### src/rtl/mod2_tok_ctr_pkg.sv
package mod2_tok_ctr_pkg;
  typedef enum logic [1:0] {
    SRV_NONE = 2'd0,
    SRV_CNT  = 2'd1,
    SRV_RST  = 2'd2
  } srv_e;

  localparam int unsigned NUM_LINES = 2;
  localparam int unsigned LINE_CNT  = 0;
  localparam int unsigned LINE_RST  = 1;
endpackage

### src/rtl/tok_pend_q.sv
module tok_pend_q #(
  parameter int unsigned DEPTH = 4,
  localparam int unsigned CW = $clog2(DEPTH + 1)
) (
  input  logic clk_i,
  input  logic rst_ni,
  input  logic push_i,
  input  logic pop_i,
  output logic rdy_o,
  output logic nempty_o
);
  logic [CW-1:0] cnt_q, cnt_d;
  logic          push_acc;

  assign rdy_o    = (cnt_q < CW'(DEPTH));
  assign nempty_o = (cnt_q != '0);
  assign push_acc = push_i & rdy_o;

  always_comb begin
    cnt_d = cnt_q;
    unique case ({push_acc, pop_i & nempty_o})
      2'b10:   cnt_d = cnt_q + CW'(1);
      2'b01:   cnt_d = cnt_q - CW'(1);
      default: cnt_d = cnt_q;
    endcase
  end

  always_ff @(posedge clk_i or negedge rst_ni) begin
    if (!rst_ni) cnt_q <= '0;
    else         cnt_q <= cnt_d;
  end
endmodule

### src/rtl/tok_alt_arb.sv
module tok_alt_arb
  import mod2_tok_ctr_pkg::*;
(
  input  logic clk_i,
  input  logic rst_ni,
  input  logic req_cnt_i,
  input  logic req_rst_i,
  output srv_e srv_o
);
  logic rst_first_q;
  logic conflict;

  assign conflict = req_cnt_i & req_rst_i;

  always_comb begin
    srv_o = SRV_NONE;
    if (conflict)       srv_o = rst_first_q ? SRV_RST : SRV_CNT;
    else if (req_cnt_i) srv_o = SRV_CNT;
    else if (req_rst_i) srv_o = SRV_RST;
  end

  // swap priority only when both lines competed
  always_ff @(posedge clk_i or negedge rst_ni) begin
    if (!rst_ni)       rst_first_q <= 1'b0;
    else if (conflict) rst_first_q <= ~rst_first_q;
  end
endmodule

### src/rtl/tok_par_core.sv
module tok_par_core
  import mod2_tok_ctr_pkg::*;
(
  input  logic clk_i,
  input  logic rst_ni,
  input  srv_e srv_i,
  output logic half_o,
  output logic pair_o,
  output logic ack_o
);
  logic half_q, pair_q, ack_q;

  always_ff @(posedge clk_i or negedge rst_ni) begin
    if (!rst_ni) begin
      half_q <= 1'b0;
      pair_q <= 1'b0;
      ack_q  <= 1'b0;
    end else begin
      pair_q <= 1'b0;
      ack_q  <= 1'b0;
      unique case (srv_i)
        SRV_CNT: begin
          pair_q <= half_q;
          half_q <= ~half_q;
        end
        SRV_RST: begin
          ack_q  <= 1'b1;
          half_q <= 1'b0;
        end
        default: ;
      endcase
    end
  end

  assign half_o = half_q;
  assign pair_o = pair_q;
  assign ack_o  = ack_q;
endmodule

### src/rtl/mod2_tok_ctr.sv
module mod2_tok_ctr
  import mod2_tok_ctr_pkg::*;
#(
  parameter int unsigned QDEPTH = 4
) (
  input  logic clk_i,
  input  logic rst_ni,
  input  logic cnt_tok_i,
  output logic cnt_rdy_o,
  input  logic rst_tok_i,
  output logic rst_rdy_o,
  output logic pair_o,
  output logic ack_o
);
  logic [NUM_LINES-1:0] tok_in, tok_pop, line_rdy, line_pend;
  logic half;
  srv_e srv;

  assign tok_in[LINE_CNT] = cnt_tok_i;
  assign tok_in[LINE_RST] = rst_tok_i;

  for (genvar g = 0; g < NUM_LINES; g++) begin : g_line
    tok_pend_q #(.DEPTH(QDEPTH)) u_q (
      .clk_i    (clk_i),
      .rst_ni   (rst_ni),
      .push_i   (tok_in[g]),
      .pop_i    (tok_pop[g]),
      .rdy_o    (line_rdy[g]),
      .nempty_o (line_pend[g])
    );
  end

  // a reset only becomes servable once a half pair exists
  tok_alt_arb u_arb (
    .clk_i     (clk_i),
    .rst_ni    (rst_ni),
    .req_cnt_i (line_pend[LINE_CNT]),
    .req_rst_i (line_pend[LINE_RST] & half),
    .srv_o     (srv)
  );

  assign tok_pop[LINE_CNT] = (srv == SRV_CNT);
  assign tok_pop[LINE_RST] = (srv == SRV_RST);

  tok_par_core u_core (
    .clk_i  (clk_i),
    .rst_ni (rst_ni),
    .srv_i  (srv),
    .half_o (half),
    .pair_o (pair_o),
    .ack_o  (ack_o)
  );

  assign cnt_rdy_o = line_rdy[LINE_CNT];
  assign rst_rdy_o = line_rdy[LINE_RST];
endmodule

### config.mk
export PLATFORM = sky130hd
export DESIGN_NAME = mod2_tok_ctr
export DESIGN_NICKNAME = d
export VERILOG_FILES = /design/src/rtl/mod2_tok_ctr_pkg.sv /design/src/rtl/tok_pend_q.sv /design/src/rtl/tok_alt_arb.sv /design/src/rtl/tok_par_core.sv /design/src/rtl/mod2_tok_ctr.sv
export SDC_FILE = /design/constraint.sdc
export NUM_CORES = 1
export LEC_CHECK = 0
export ABC_AREA = 1
export BUFFER_PORTS_ARGS = -buffer_cell sky130_fd_sc_hd__buf_2
export CAP_MARGIN = 0
export CORE_AREA = 2 2 39 41
export CTS_CLUSTER_DIAMETER = 30
export CTS_CLUSTER_SIZE = 8
export DETAILED_ROUTE_END_ITERATION = 7
export DIE_AREA = 0 0 41 43
export SLEW_MARGIN = 20
export SYNTH_ARGS = -nofsm -noshare
export SYNTH_HDL_FRONTEND = slang
export SYNTH_SLANG_ARGS = --single-unit
### constraint.sdc
create_clock -name clk_i -period 5.3 [get_ports clk_i]
set_input_delay 0.53 -clock clk_i [delete_from_list [all_inputs] [get_ports clk_i]]
set_output_delay 0.53 -clock clk_i [all_outputs]
set_load 0.05 [all_outputs]
==> reports/qor.csv, run 1 <==
stage,metric,value,unit
outcome,status,"complete, no violations",
synth,proportion of synthesized area in mux cells,0,
critical_path,max incr delay on CP,0.40,ns
sta,RSZ-0062 raised after global routing,false,
clocking,clock-pin transition on the worst setup and hold timing paths,0.07,ns
synth,syn_area_per_cell,8.832,µm²
placement,area of placed instances,655.6,µm²
die,# IOs,8,
sta,max-slew violations,0,
critical_path,Crit path arrival time,2.40,ns
route,remaining antenna violation count,0,
clocking,clock buffer count from CTS,3,
critical_path,Critical R2R Launch,g_line[0].u_q.cnt_q[2],
placement,IO buf count,7,
synth,post-synthesis compound-gate area fraction,0.05625,
global_routing,Tot GR Track Use,0.1548,
critical_path,Worst Setup SP,g_line[0].u_q.cnt_q[2],
die,initial core utilization,0.4340,
global_routing,total global routing overflow,0,
placement,GP Congestion,0.7598,
synth,Post-Synth Adder-Cell Area,0.1500,
route,post-DR wirelength/cell,9.768,µm
synth,number of synthesized register bits,10,
worst_hold_path,Min-Delay Path Class,input pin to asynchronous set/reset pin,
sta,Finish-stage setup viols,0,
critical_path,FF-to-FF path depth,12,
final_layout,antenna cell count,0,
global_routing,number of global-route vias before repair,426,
sta,final hold vios,0,
critical_path,Critical Path RT,5.45,ns
final_layout,final core utilization,0.5000,
die,core area,1384,µm²
sta,Worst Tran Pin Value,0.2493,ns
synth,top-area cell type share of the netlist area,0.4167,
global_routing,largest net degree at the start of global routing,11,
clocking,latest clock arrival within the worst-skew pair,0.26,ns
die,chip width,41,µm
sta,Setup TNS,0,ns
final_layout,final net count,90,
critical_path,"Slowest-stage cell, CP",dfrtp_1,
final_layout,Final Cell Area,691.9,µm²
critical_path,Reg2Reg Setup Slack,3.06,ns
route,vias post-DR,436,
clocking,Setup Buffers After CTS,0,
die,Core Rows,14,
critical_path,Critical Path Sink Type,flip-flop,
clocking,post_cts resized,0,
route,DRT Wirelength,928,µm
critical_path,Worst Path Max Fanout,5,
critical_path,crit path cell chain,"inv_2, nand3_4, a21oi_2, ha_1, inv_1, a21oi_1, ha_1, inv_2, fa_1, or2_1, nand4_1, nand2_1",
clocking,TritonCTS clock tree,yes,
clocking,clk sinks,10,
synth,sequential cell area fraction in the yosys report,0.4167,
synth,largest family of logic cells by synthesized area,simple AND/OR/NAND/NOR gates,
critical_path,type of origin of the critical path,flip-flop,
synth,largest cells by area after synthesis,"dfrtp_1 (42%), nand2_1 (8.8%), ha_1 (8.3%)",
flow_run,# Max-Cap Violations,0,
clocking,CTS Hold Buffers Added,0,
synth,Post-Synth XOR/XNOR Area,0.02917,
critical_path,capturing point of the worst reg2reg path,g_line[1].u_q.cnt_q[2],
clocking,clk root buf,clkbuf_4,
synth,cell area after synthesis,600.6,µm²
route,Vias/cell,4.589,
global_routing,initial antenna violation count,0,
synth,Synth Area in Simple Gates,0.2438,
route,# DRC,0,
critical_path,CP Class,flip-flop to flip-flop,
sta,Slew HR,0.8349,
synth,Synth area leader,dfrtp_1,
route,initial drt markers,1,
critical_path,crit path to,g_line[1].u_q.cnt_q[2],
synth,Post-Syn Instances,68,
die,overall die height,43,µm
clocking,H-tree levels,1,
die,Die ar.,1763,µm²
final_layout,"Area growth, synth to finish",15.21,%
sta,Peak Freq,445.8,MHz
synth,yosys warns,0,
global_routing,first-pass GRT wire length,1.718,mm
sta,final worst path period need,2.243,ns
sta,crit share post-route,0.4232,
clocking,deepest clock path buffer count,2,
synth,Synth cell types,18,
route,Pre-antenna DRT Iters,2,
placement,hpwl dp,788.8,µm
final_layout,layout cells sized above 1,0.2911,
sta,clock skew,0.0008459,ns
synth,syn nets,78,
-- per-layer routing --
layer  wire (µm)  global-route usage  vias to the layer above  part of all wire
met1         403              0.1650                      194              0.43
li1            -                   -                      234                 -
met3          26             0.04712                        2             0.028
met5           0                   0                        -                 0
met2         482              0.2375                        6              0.52
met4          15              0.1200                        0             0.016
-- synth_stat cells --
cell type / instances
a21oi_1: 3
and2_1: 1
inv_2: 6
fa_1: 2
o21ai_0: 2
nand3_4: 1
or2_1: 2
dfrtp_1: 10
ha_1: 4
nand4_1: 3
inv_1: 9
a21oi_2: 1
nand2_1: 14
inv_4: 1
xnor2_1: 2
nand3_1: 4
nand2_2: 2
nor2_2: 1
-- layout make-up --
class / count / area (µm²)
Clock buffer: 4 / 36.28
Fill cell: 146 / 691.9
Inverter: 16 / 62.56
Multi-Input combinational cell: 42 / 287.8
Sequential cell: 10 / 250.2
Tap cell: 16 / 20.02
Timing Repair Buffer: 7 / 35.03
-- logic make-up after synthesis --
logic type | count (synthesis)
AOI/OAI and AO/OA | 6
xor gates and xnor gates | 2
adders and majority gates | 6
buffers and inverters | 16
DFF | 10
and+or+nand+nor | 28
-- flip-flops by register name (all words and copies together), names as in the netlist --
signal / cells
u_core.pair_o: 1
u_core.ack_o: 1
u_arb.rst_first_q: 1
u_core.half_o: 1
g_line.u_q.cnt_q: 6
-- worst min-delay path by stage --
| stage | from | to | slack [ns] | cells past startpoint |
|---|---|---|---|---|
| after floorplan | rst_ni | g_line[0].u_q.cnt_q[0] | 0.23 | 0 |
| after global placement | rst_ni | g_line[1].u_q.cnt_q[1] | 0.41 | 1 |
| after detailed placement | rst_ni | g_line[0].u_q.cnt_q[0] | 0.41 | 1 |
| after CTS | rst_ni | g_line[1].u_q.cnt_q[1] | 0.12 | 1 |
| after global routing | rst_ni | g_line[0].u_q.cnt_q[0] | 0.12 | 1 |
| final | rst_ni | g_line[0].u_q.cnt_q[0] | 0.12 | 1 |
-- metrics by stage --
step | cells | setup slack (ns) | hold slack [ns]
CTS | 95 | 3.018 | 0.1154
finish | 95 | 3.057 | 0.1175
floorplan | 68 | 3.022 | 0.2344
global placement | 91 | 3.071 | 0.4064
global route | 95 | 2.831 | 0.1168
detailed placement | 91 | 3.028 | 0.4061
-- cell usage in the layout (no fill, tap or decap), types with 3 or more instances in the layout --
| cell | count |
|---|---|
| a21oi_1 | 3 |
| buf_2 | 7 |
| clkbuf_4 | 3 |
| dfrtp_1 | 10 |
| ha_1 | 4 |
| inv_1 | 9 |
| inv_2 | 6 |
| nand2_1 | 14 |
| nand3_1 | 4 |
| nand4_1 | 3 |
-- worst max-delay path, delay by kind of cell, from the launching register on --
family / cells / cell delay [ns]
compound gates: 2 / 0.32
fa+ha+maj: 3 / 0.73
buf+inv: 3 / 0.21
flops: 1 / 0.40
simple gates: 4 / 0.48
Power of run 1 is left out: the tool's default activity adds up to more than one toggle a clock period on the data nets, which glitch-free logic cannot reach.
==> run 2: changes to the inputs <==
==> constraint.sdc (replaced) <==
create_clock -name clk_i -period 2.35 [get_ports clk_i]
set_input_delay 0.235 -clock clk_i [delete_from_list [all_inputs] [get_ports clk_i]]
set_output_delay 0.235 -clock clk_i [all_outputs]
set_load 0.05 [all_outputs]
==> run 2 against run 1 <==
  * Utilization grew 2.8 points
  * Hold slack better by 0.23 ns
  * Final cell count up 3.2%
  * Routed wire length grew 2.4%
  * Critical path type unchanged
  * Critical endpoint is now g_line[0].u_q.cnt_q[2]
  * Largest cell class unchanged
  * Highest routed layer unchanged
==> reports/qor.csv, run 2 (synthesized netlist as in run 1, its figures left out) <==
stage,metric,value,unit,change
placement,hpwl dp,742.9,µm,-5.8%
critical_path,FF-to-FF path depth,13,,+1
sta,Finish-stage setup viols,0,,unchanged
sta,Peak Freq,452.6,MHz,+1.5%
die,initial core utilization,0.4340,,unchanged
route,Pre-antenna DRT Iters,2,,unchanged
critical_path,most frequent cell on the critical path,nand2_1,,
route,vias post-DR,460,,+5.5%
final_layout,antenna cell count,0,,unchanged
route,initial drt markers,3,,+2
clocking,latest clock arrival within the worst-skew pair,0.26,ns,about the same
route,remaining antenna violation count,0,,unchanged
final_layout,final std cells w/o fill,98,,+3.2%
critical_path,Critical Path RT,2.50,ns,-2.95 ns
sta,setup ws final,0.1404,ns,-2.917 ns
sta,clock skew,0.01072,ns,+0.009878 ns
critical_path,"Slowest-stage cell, CP",dfrtp_1,,
global_routing,first-pass GRT wire length,1.704,mm,-0.81%
sta,Slew HR,0.8358,,about the same
final_layout,fillers,139,,-4.8%
worst_hold_path,Min-Delay Path Class,input pin to asynchronous set/reset pin,,
critical_path,Critical R2R Launch,g_line[1].u_q.cnt_q[2],,
critical_path,Worst Setup SP,g_line[1].u_q.cnt_q[2],,
route,DRT Wirelength,950,µm,+2.4%
placement,Place WS,0.07555,ns,-2.952 ns
critical_path,Crit path max-delay family,simple AND/OR/NAND/NOR gates,,
final_layout,Largest register FFs,6,,unchanged
critical_path,Reg2Reg Setup Slack,0.14,ns,-2.92 ns
critical_path,Crit path arrival time,2.36,ns,-0.04 ns
die,Die ar.,1763,µm²,unchanged
clocking,clk root buf,clkbuf_4,,
critical_path,max incr delay on CP,0.41,ns,about the same
global_routing,largest net degree at the start of global routing,11,,unchanged
global_routing,number of global-route vias before repair,434,,+1.9%
sta,max-slew violations,0,,unchanged
final_layout,"Area growth, synth to finish",21.67,%,
die,core area,1384,µm²,unchanged
clocking,TritonCTS clock tree,yes,,
clocking,H-tree levels,1,,unchanged
sta,final hold vios,0,,unchanged
critical_path,crit path cell chain,"nor2_2, nand2_2, nand3_1, nand2_1, inv_1, ha_1, and2_1, ha_2, inv_2, fa_1, or2_1, nand4_1, nand2_1",,
final_layout,final core utilization,0.5280,,+0.02803
sta,RSZ-0062 raised after global routing,true,,
final_layout,final net count,93,,+3.3%
final_layout,layout cells sized above 1,0.3293,,+0.03813
route,Vias/cell,4.694,,+2.3%
final_layout,Final Cell Area,730.7,µm²,+5.6%
critical_path,capturing point of the worst reg2reg path,g_line[0].u_q.cnt_q[2],,
flow_run,# Max-Cap Violations,0,,unchanged
route,# DRC,0,,unchanged
sta,Worst Tran Pin Value,0.2481,ns,-0.001220 ns
placement,area of placed instances,655.6,µm²,unchanged
placement,GP Congestion,0.7525,,-0.96%
die,chip width,41,µm,unchanged
clocking,clk sinks,10,,unchanged
global_routing,total global routing overflow,0,,unchanged
sta,final worst path period need,2.210,ns,-0.03347 ns
die,overall die height,43,µm,unchanged
die,# IOs,8,,unchanged
critical_path,Critical Path Sink Type,flip-flop,,
final_layout,Largest Register,g_line.u_q.cnt_q,,
route,post-DR wirelength/cell,9.694,µm,-0.76%
clocking,clock-pin transition on the worst setup and hold timing paths,0.07,ns,about the same
outcome,status,"complete, no violations",,
placement,IO buf count,7,,unchanged
critical_path,"Buf+Inv Stages, Crit Path",2,,-1
global_routing,initial antenna violation count,0,,unchanged
global_routing,Tot GR Track Use,0.1497,,-0.005092
final_layout,most frequent cells in the layout,"nand2_1 (14), dfrtp_1 (10), inv_1 (9)",,
critical_path,type of origin of the critical path,flip-flop,,
final_layout,"most common cell after layout, fill and taps aside",nand2_1,,
sta,crit share post-route,0.9403,,+0.5170
clocking,clock buffer count from CTS,3,,unchanged
critical_path,CP Class,flip-flop to flip-flop,,
critical_path,Worst Path Max Fanout,3,,-2
die,Core Rows,14,,unchanged
placement,Cells after DPL,91,,unchanged
clocking,deepest clock path buffer count,2,,unchanged
==> run 2: cell count changes in the layout (fill, tap and decap cells not counted), sizes merged <==
cell,before,now
buf,7,9
dlygate4sd3,0,1
==> run 2: worst max path at each step <==
stage	slack [ns]	to	cells after the start
3_5_place_dp	0.08	g_line[1].u_q.cnt_q[2]	12
3_3_place_gp	0.11	g_line[1].u_q.cnt_q[2]	12
4_1_cts	0.07	g_line[1].u_q.cnt_q[2]	12
2_1_floorplan	0.07	g_line[1].u_q.cnt_q[2]	12
6_report	0.14	g_line[0].u_q.cnt_q[2]	13
5_1_grt	-0.05	g_line[1].u_q.cnt_q[2]	12
==> run 2: layout make-up <==
class                      instances  area (µm²)  area share
timing repair buffer              10       60.06     0.08219
tap                               16       20.02     0.02740
sequential                        10       250.2      0.3425
clock buffer                       4       36.28     0.04966
multi-input combinational         42       301.5      0.4127
inverter                          16       62.56     0.08562
==> run 2: repair_timing <==
action / in CTS / in global routing
gates resized for setup: 0 / 3
hold buffers: 1 / 0
endpoints found under the setup margin: 0 / 2
hold endpoints to repair: 10 / 0
setup buffers: 0 / 2
==> run 2: metal layers <==
layer	track usage	vias up	part of all wire
met5	0	-	0
met4	0.1200	0	0.016
met3	0.03141	2	0.033
met2	0.2063	8	0.51
met1	0.1919	211	0.44
li1	-	239	-
==> run 2: through the flow <==
step / hold WS (ns) / TNS, ns
floorplan: -0.06059 / 0
global route: 0.3890 / -0.1001
detailed placement: 0.1084 / 0
global placement: 0.1089 / 0
CTS: 0.3558 / 0
finish: 0.3511 / 0
Power of run 2 is left out for the same reason.
